[config.mk]
export PLATFORM = sky130hd
export DESIGN_NAME = light_cycle_seq
export DESIGN_NICKNAME = d
export VERILOG_FILES = /design/src/rtl/light_cycle_seq.sv
export SDC_FILE = /design/constraint.sdc
export NUM_CORES = 1
export LEC_CHECK = 0
export CAP_MARGIN = 20
export CORE_ASPECT_RATIO = 1.75
export CORE_UTILIZATION = 40
export CTS_CLUSTER_DIAMETER = 40
export DETAILED_ROUTE_END_ITERATION = 10
export GPL_TIMING_DRIVEN = 0
export PLACE_DENSITY = 0.65
export SYNTH_ARGS = -nofsm -noshare
export SYNTH_HDL_FRONTEND = slang
export SYNTH_SLANG_ARGS = --single-unit
[constraint.sdc]
create_clock -name clk -period 3.6 [get_ports clk]
set_input_delay 0.36 -clock clk [delete_from_list [all_inputs] [get_ports clk]]
set_output_delay 0.36 -clock clk [all_outputs]
set_load 0.03 [all_outputs]
[src/rtl/light_cycle_seq.sv]
module light_cycle_seq #(
  parameter int TICK_DIV  = 240000,
  parameter int LONG_MULT = 12
) (
  input  logic       clk,
  input  logic       rst_n,
  input  logic       pwr_on,
  input  logic       conv_en,
  input  logic       wait_en,
  input  logic       long_wait,
  input  logic [7:0] int_cfg,
  input  logic [7:0] wait_cfg,
  output logic [1:0] phase,
  output logic       integrating,
  output logic       conv_done,
  output logic       low_power
);
  localparam int PW    = (TICK_DIV > 1) ? $clog2(TICK_DIV) : 1;
  localparam int CNT_W = $clog2(256 * LONG_MULT + 1);

  localparam logic [1:0] S_IDLE = 2'd0, S_INIT = 2'd1, S_INTEG = 2'd2, S_WAIT = 2'd3;

  logic [1:0]       state;
  logic [PW-1:0]    pres;
  logic [CNT_W-1:0] remain;
  logic             tick;
  logic [CNT_W-1:0] integ_len, wait_base, wait_len;

  assign tick      = (pres == PW'(TICK_DIV - 1));
  assign integ_len = CNT_W'(9'd256 - {1'b0, int_cfg});
  assign wait_base = CNT_W'(9'd256 - {1'b0, wait_cfg});
  assign wait_len  = long_wait ? CNT_W'(wait_base * CNT_W'(LONG_MULT)) : wait_base;

  always_ff @(posedge clk or negedge rst_n) begin
    if (!rst_n) begin
      state     <= S_IDLE;
      pres      <= '0;
      remain    <= '0;
      conv_done <= 1'b0;
    end else begin
      conv_done <= 1'b0;
      if (!pwr_on) begin
        state <= S_IDLE;
        pres  <= '0;
      end else if (state == S_IDLE) begin
        if (conv_en) begin
          state  <= S_INIT;
          pres   <= '0;
          remain <= CNT_W'(1);
        end
      end else if (!tick) begin
        pres <= pres + 1'b1;
      end else begin
        pres <= '0;
        if (remain != CNT_W'(1)) begin
          remain <= remain - 1'b1;
        end else begin
          case (state)
            S_INIT: begin
              state  <= S_INTEG;
              remain <= integ_len;
            end
            S_INTEG: begin
              conv_done <= 1'b1;
              if (!conv_en) begin
                state <= S_IDLE;
              end else if (wait_en) begin
                state  <= S_WAIT;
                remain <= wait_len;
              end else begin
                state  <= S_INIT;
                remain <= CNT_W'(1);
              end
            end
            S_WAIT: begin
              if (conv_en) begin
                state  <= S_INIT;
                remain <= CNT_W'(1);
              end else begin
                state <= S_IDLE;
              end
            end
            default: state <= S_IDLE;
          endcase
        end
      end
    end
  end

  assign phase       = state;
  assign integrating = (state == S_INTEG);
  assign low_power   = (state == S_WAIT);
endmodule

# After elaboration in Yosys (flattened, before gate mapping)
# Index checks and enable logic that the tools add are counted.
# op_classes
n_addsub	4
reduce_logical	5
muxes	26
multipliers	1
eq_ne	9
# ops
operator	n
12-bit 2-to-1 mux	7
18-bit 2-to-1 mux	4
12-bit one-hot mux with 3 select lines	1
9-bit by 8-bit subtractor with 10-bit output, first input constant	2
18-bit by 1-bit adder with 18-bit output, second input constant	1
18-bit == test, second input constant	1
2-bit 2-to-1 mux	7
12-bit by 2-bit multiplier with 10-bit output, second input constant	1
12-bit by 1-bit inequality test with 1-bit output, second input constant	1
12-bit by 1-bit subtractor with 12-bit output, second input constant	1
1-bit 2-to-1 mux	6
3-bit inequality test, second input constant	2
2-bit one-hot mux with 3 select lines	1
5-bit nonzero test	1
2-bit == test, second input constant	2
4-bit by 2-bit inequality test with 1-bit output, second input constant	1
4-bit AND reduction	1
3-bit by 1-bit inequality test with 1-bit output, second input constant	1
3-bit AND reduction	1
2-bit by 1-bit == test with 1-bit output, second input constant	1
2-bit logical NOT	1
2-bit nonzero test	1
# word_totals
wordCells	49
inputBits	22
reg_bits	33
output_inout_bits	5

# Longest topological paths before layout
# depth
depth_word	9
depth_mapped	13
depth_no_buf	12

# Worst setup path before layout
# No wires, ideal clock.
# synth_path
kind	input to register
start	input port wait_cfg[0]
end	register remain[8]
arrival_ns	2.738
setup_slack_ns	0.740
setup_ns	0.122
required_ns	3.478
cell_stages	12
path_buffers	1
cell_sequence	clkbuf_1 inv_1 ha_1 or3b_1 xor2_1 ha_1 o21ai_0 o21bai_1 o32a_1 xnor2_1 o21ai_0 a32o_1
# synth_via
elab_chain_len	9
# synth_rtl
element	line_no	source
start, declared	12	input logic [7:0] wait_cfg,
9-bit by 8-bit subtractor with 10-bit output (*)	31	assign wait_base = CNT_W'(9'd256 - {1'b0, wait_cfg});
12-bit by 2-bit multiplier with 10-bit output	32	assign wait_len = long_wait ? CNT_W'(wait_base * CNT_W'(LONG_MULT)) : wait_base;
12-bit 2-to-1 mux (*)	32	
12-bit 2-to-1 mux (*)	67	end else if (wait_en) begin
12-bit 2-to-1 mux (*)	65	if (!conv_en) begin
12-bit one-hot mux with 3 select lines (*)	58	case (state)
12-bit 2-to-1 mux (*)	55	if (remain != CNT_W'(1)) begin
12-bit 2-to-1 mux (*)	51	end else if (!tick) begin
12-bit 2-to-1 mux (*)	45	end else if (state == S_IDLE) begin
end signal, assigned	56	remain <= remain - 1'b1;
end signal, assigned	61	remain <= integ_len;
end signal, assigned	69	remain <= wait_len;
end, declared	25	logic [CNT_W-1:0] remain;
# Mark *: on every way between the ends. The rest lies on a longest branch, timed or not. The select of a mux whose other input is x is not followed.
# A chain may end at the register's enable or synchronous reset.

# Worst setup path after layout
# layout_path
start	input port wait_cfg[1]
end	register remain[11]
# The elaborated chain is that of the path after synthesis.

==> out/qor.txt <==
wl on met1: 3058 um
Initial Utilization: 41.27%
cell with the most instances after synthesis: nor2_1
status: finished, final reports clean
area growth from synthesis to layout: 18.08%
Top-Level Pins: 27
Layout Utilization: 48.73%
metal3 WL: 239 um
Tcrit/Tclk final: 91.68%
Hold WC Path Type: in2async
RSZ-0062 raised after global routing: false
first-pass GRT wire length: 13420 um
Longest Clk Path Bufs: 2
gr ovfl total: 0
placed cell areas: 3159 um^2
area leader, netlist: dfrtp_1
Final Skew: 3.104 ps
fin. max-slew vios: 0
DIE AREA: 7375 um^2
VDD IR max: 0.3507 mV
synth unique cells: 58
non-filler cells, final: 480
DR vias/cell: 5.933
Cells after DPL: 472
P per Cell Area: 469.5 nW/um^2
Sink Count: 33
GRT Util Overall: 23.97%
Skew-Pair Late Insertion Delay: 280 ps
Total Neg Setup Slack: 0 ps
CTS tree: done
Yosys top cell area share: 29.40%
vias: 2848
CTS root buf: clkbuf_16
sequential area share after synthesis: 29.40%
Hold Slack: 157.3 ps
Mapped Nets: 397
1st-pass router iterations: 4
EDFF count, synth: 0
# setup viols final: 0
Leak: 1.377 nW
clock share of power: 26.3%
synthesized flop and latch total: 33
cts bufs inserted: 5
Int Pwr: 0.9089 mW
Max Clock Freq: 303.0 MHz
Post-DP HPWL: 6334 um
initial antenna violation count: 0
final setup margin: 299.7 ps
die span in x: 65.35 um
Synth warnings: 0
Syn Std Cell Area: 2809 um^2
critical path endpoint category: flop
met2 WL: 4587 um
IO buf count: 25
# rows: 40
Async SR Flop Fraction: 100.0%
Place WS: -437.6 ps
drt total wl: 8246 um
critical path startpoint category: input port
Worst-Margin Slew: 771.4 ps
Ant. Diodes: 0
die height: 112.9 um
Sw Share: 41.63%
Seq pwr share: 28.1%
nets: 429
main flop type after synthesis: dfrtp_1
crit path max fanout: 7
R2R setup slack: 750 ps
Final Hold Viols: 0
Worst Path Arrival: 3490 ps
max-cap viol count: 0
Comb pwr share: 45.6%
dominant cells by area after synthesis: dfrtp_1 (29%), o21ai_0 (6.4%), nor2_1 (6.0%), ha_1 (5.3%), nand2_1 (4.3%)
post-route minimum period: 3300 ps
number of nets still failing antenna checks after routing: 0
Top Metal Used: met4
post-CTS setup buffer count: 0
Net Sw Power: 0.6484 mW
Synth top cells by count: nor2_1 (45), o21ai_0 (36), dfrtp_1 (33)
drt wl/cell: 17.18 um
Crit Path Category: in2reg
layout cells sized above 1: 5.051%
drt drc: 0
total design power: 1.557 mW
CP required: 3790 ps
Post-Syn Instances: 363
clock-pin slew on the worst setup and hold paths: 50 ps
drt first-iter violations: 140
Post-Syn Area per Cell: 7.738 um^2
CTS H-Tree Depth: 2
Post-Layout Inst Area: 3317 um^2
vias in the first global route: 2854
largest net degree at the start of global routing: 34
max_slew headroom: 48.57%
RD Place Congestion: 0.8637
total core area: 6807 um^2
## cells in the final DEF, fill, tap and decap left out, types with 2 or more instances in the layout
cell	synthesis	routed
clkdlybuf4s50_1	0	23
o21bai_1	3	2
clkbuf_1	12	14
nor3b_1	3	3
and2_1	2	2
a221oi_1	2	2
nand2b_1	4	4
nand4_1	9	9
o211ai_1	2	2
dfrtp_1	33	33
nor2b_1	4	4
a21oi_1	22	22
inv_1	10	10
a22o_1	2	2
ha_1	12	11
nand2_1	32	32
o22ai_1	2	2
o41ai_1	3	3
buf_2	0	2
nand3_1	10	10
a22oi_1	2	2
a31oi_1	8	8
a31o_2	3	3
o21ai_1	7	7
nor3_1	18	18
mux2i_1	5	4
o21ai_0	36	36
xnor2_1	13	13
nor4_1	4	4
clkbuf_16	0	5
nor2_1	45	45
and3_1	8	8
a21o_1	3	3
xor2_1	11	10
a2111oi_0	2	2
a221o_1	3	3
or3_1	4	4
## layer usage
metal	GRT usage, %	up-vias
met2	46.05	78
met3	2.520	20
li1	-	1411
met1	23.17	1339
met4	14.78	0
met5	0	-
## sequential cells by signal, indices dropped and copies added, names as in the netlist
register	cells
remain	12
phase	2
conv_done	1
pres	18
## logic make-up (layout without fill, tap and decap cells)
group | after synthesis | after routing | share of synthesized area, %
AND/OR/NAND/NOR | 153 | 153 | 27.39
AO/OA/AOI/OAI | 112 | 112 | 25.12
adder cells (fa/ha/maj) | 12 | 12 | 5.345
flip-flops | 33 | 33 | 29.40
multiplexers | 5 | 5 | 1.782
buffers and inverters | 24 | 57 | 3.474
XOR/XNOR | 24 | 24 | 7.483
## power by group through the flow
| stage | logic (mW) | registers, mW | clock network [mW] |
|---|---|---|---|
| 2_1_floorplan | 0.479 | 0.446 | 0 |
| 3_3_place_gp | 0.693 | 0.443 | 0 |
| 3_5_place_dp | 0.699 | 0.444 | 0 |
| 4_1_cts | 0.705 | 0.437 | 0.420 |
| 5_1_grt | 0.784 | 0.444 | 0.433 |
| 6_report | 0.710 | 0.438 | 0.409 |
## cell type report
| cell class | count | area, um^2 |
|---|---|---|
| plain buffers | 12 | 52.55 |
| clock buffers | 8 | 136.4 |
| fillers | 697 | 3490 |
| inverters | 11 | 41.29 |
| multi-input cells | 306 | 1903 |
| flip-flops and latches | 33 | 825.8 |
| well taps | 84 | 105.1 |
| repair buffers | 26 | 252.7 |
## timing repair
item                       CTS  global route
setup endpoints to repair    3             5
hold buffers                 0             0
resized for setup            2             3
## critical path: stages
cell,delay (ps)
clkdlybuf4s50_1,480
inv_1,120
ha_2,260
or3b_1,420
xor2_2,200
ha_1,320
o21ai_0,130
o21bai_2,280
nand2_1,110
mux2i_2,250
a41oi_1,170
xor2_1,180
o21ai_0,200
## worst paths after layout
check / startpoint / to / cells past startpoint
max reg2reg: pres[0]$_DFFE_PN0P_ / remain[11]$_DFFE_PN0P_ / 7
min: rst_n / pres[13]$_DFFE_PN0P_ / 1
min reg2reg: pres[3]$_DFFE_PN0P_ / pres[3]$_DFFE_PN0P_ / 1
max in group asynchronous: rst_n / phase[1]$_DFFE_PN0P_ / 1
min in group clk: pres[3]$_DFFE_PN0P_ / pres[3]$_DFFE_PN0P_ / 1
max: wait_cfg[1] / remain[11]$_DFFE_PN0P_ / 13
No activity file was read; power rests on OpenSTA's default activity.
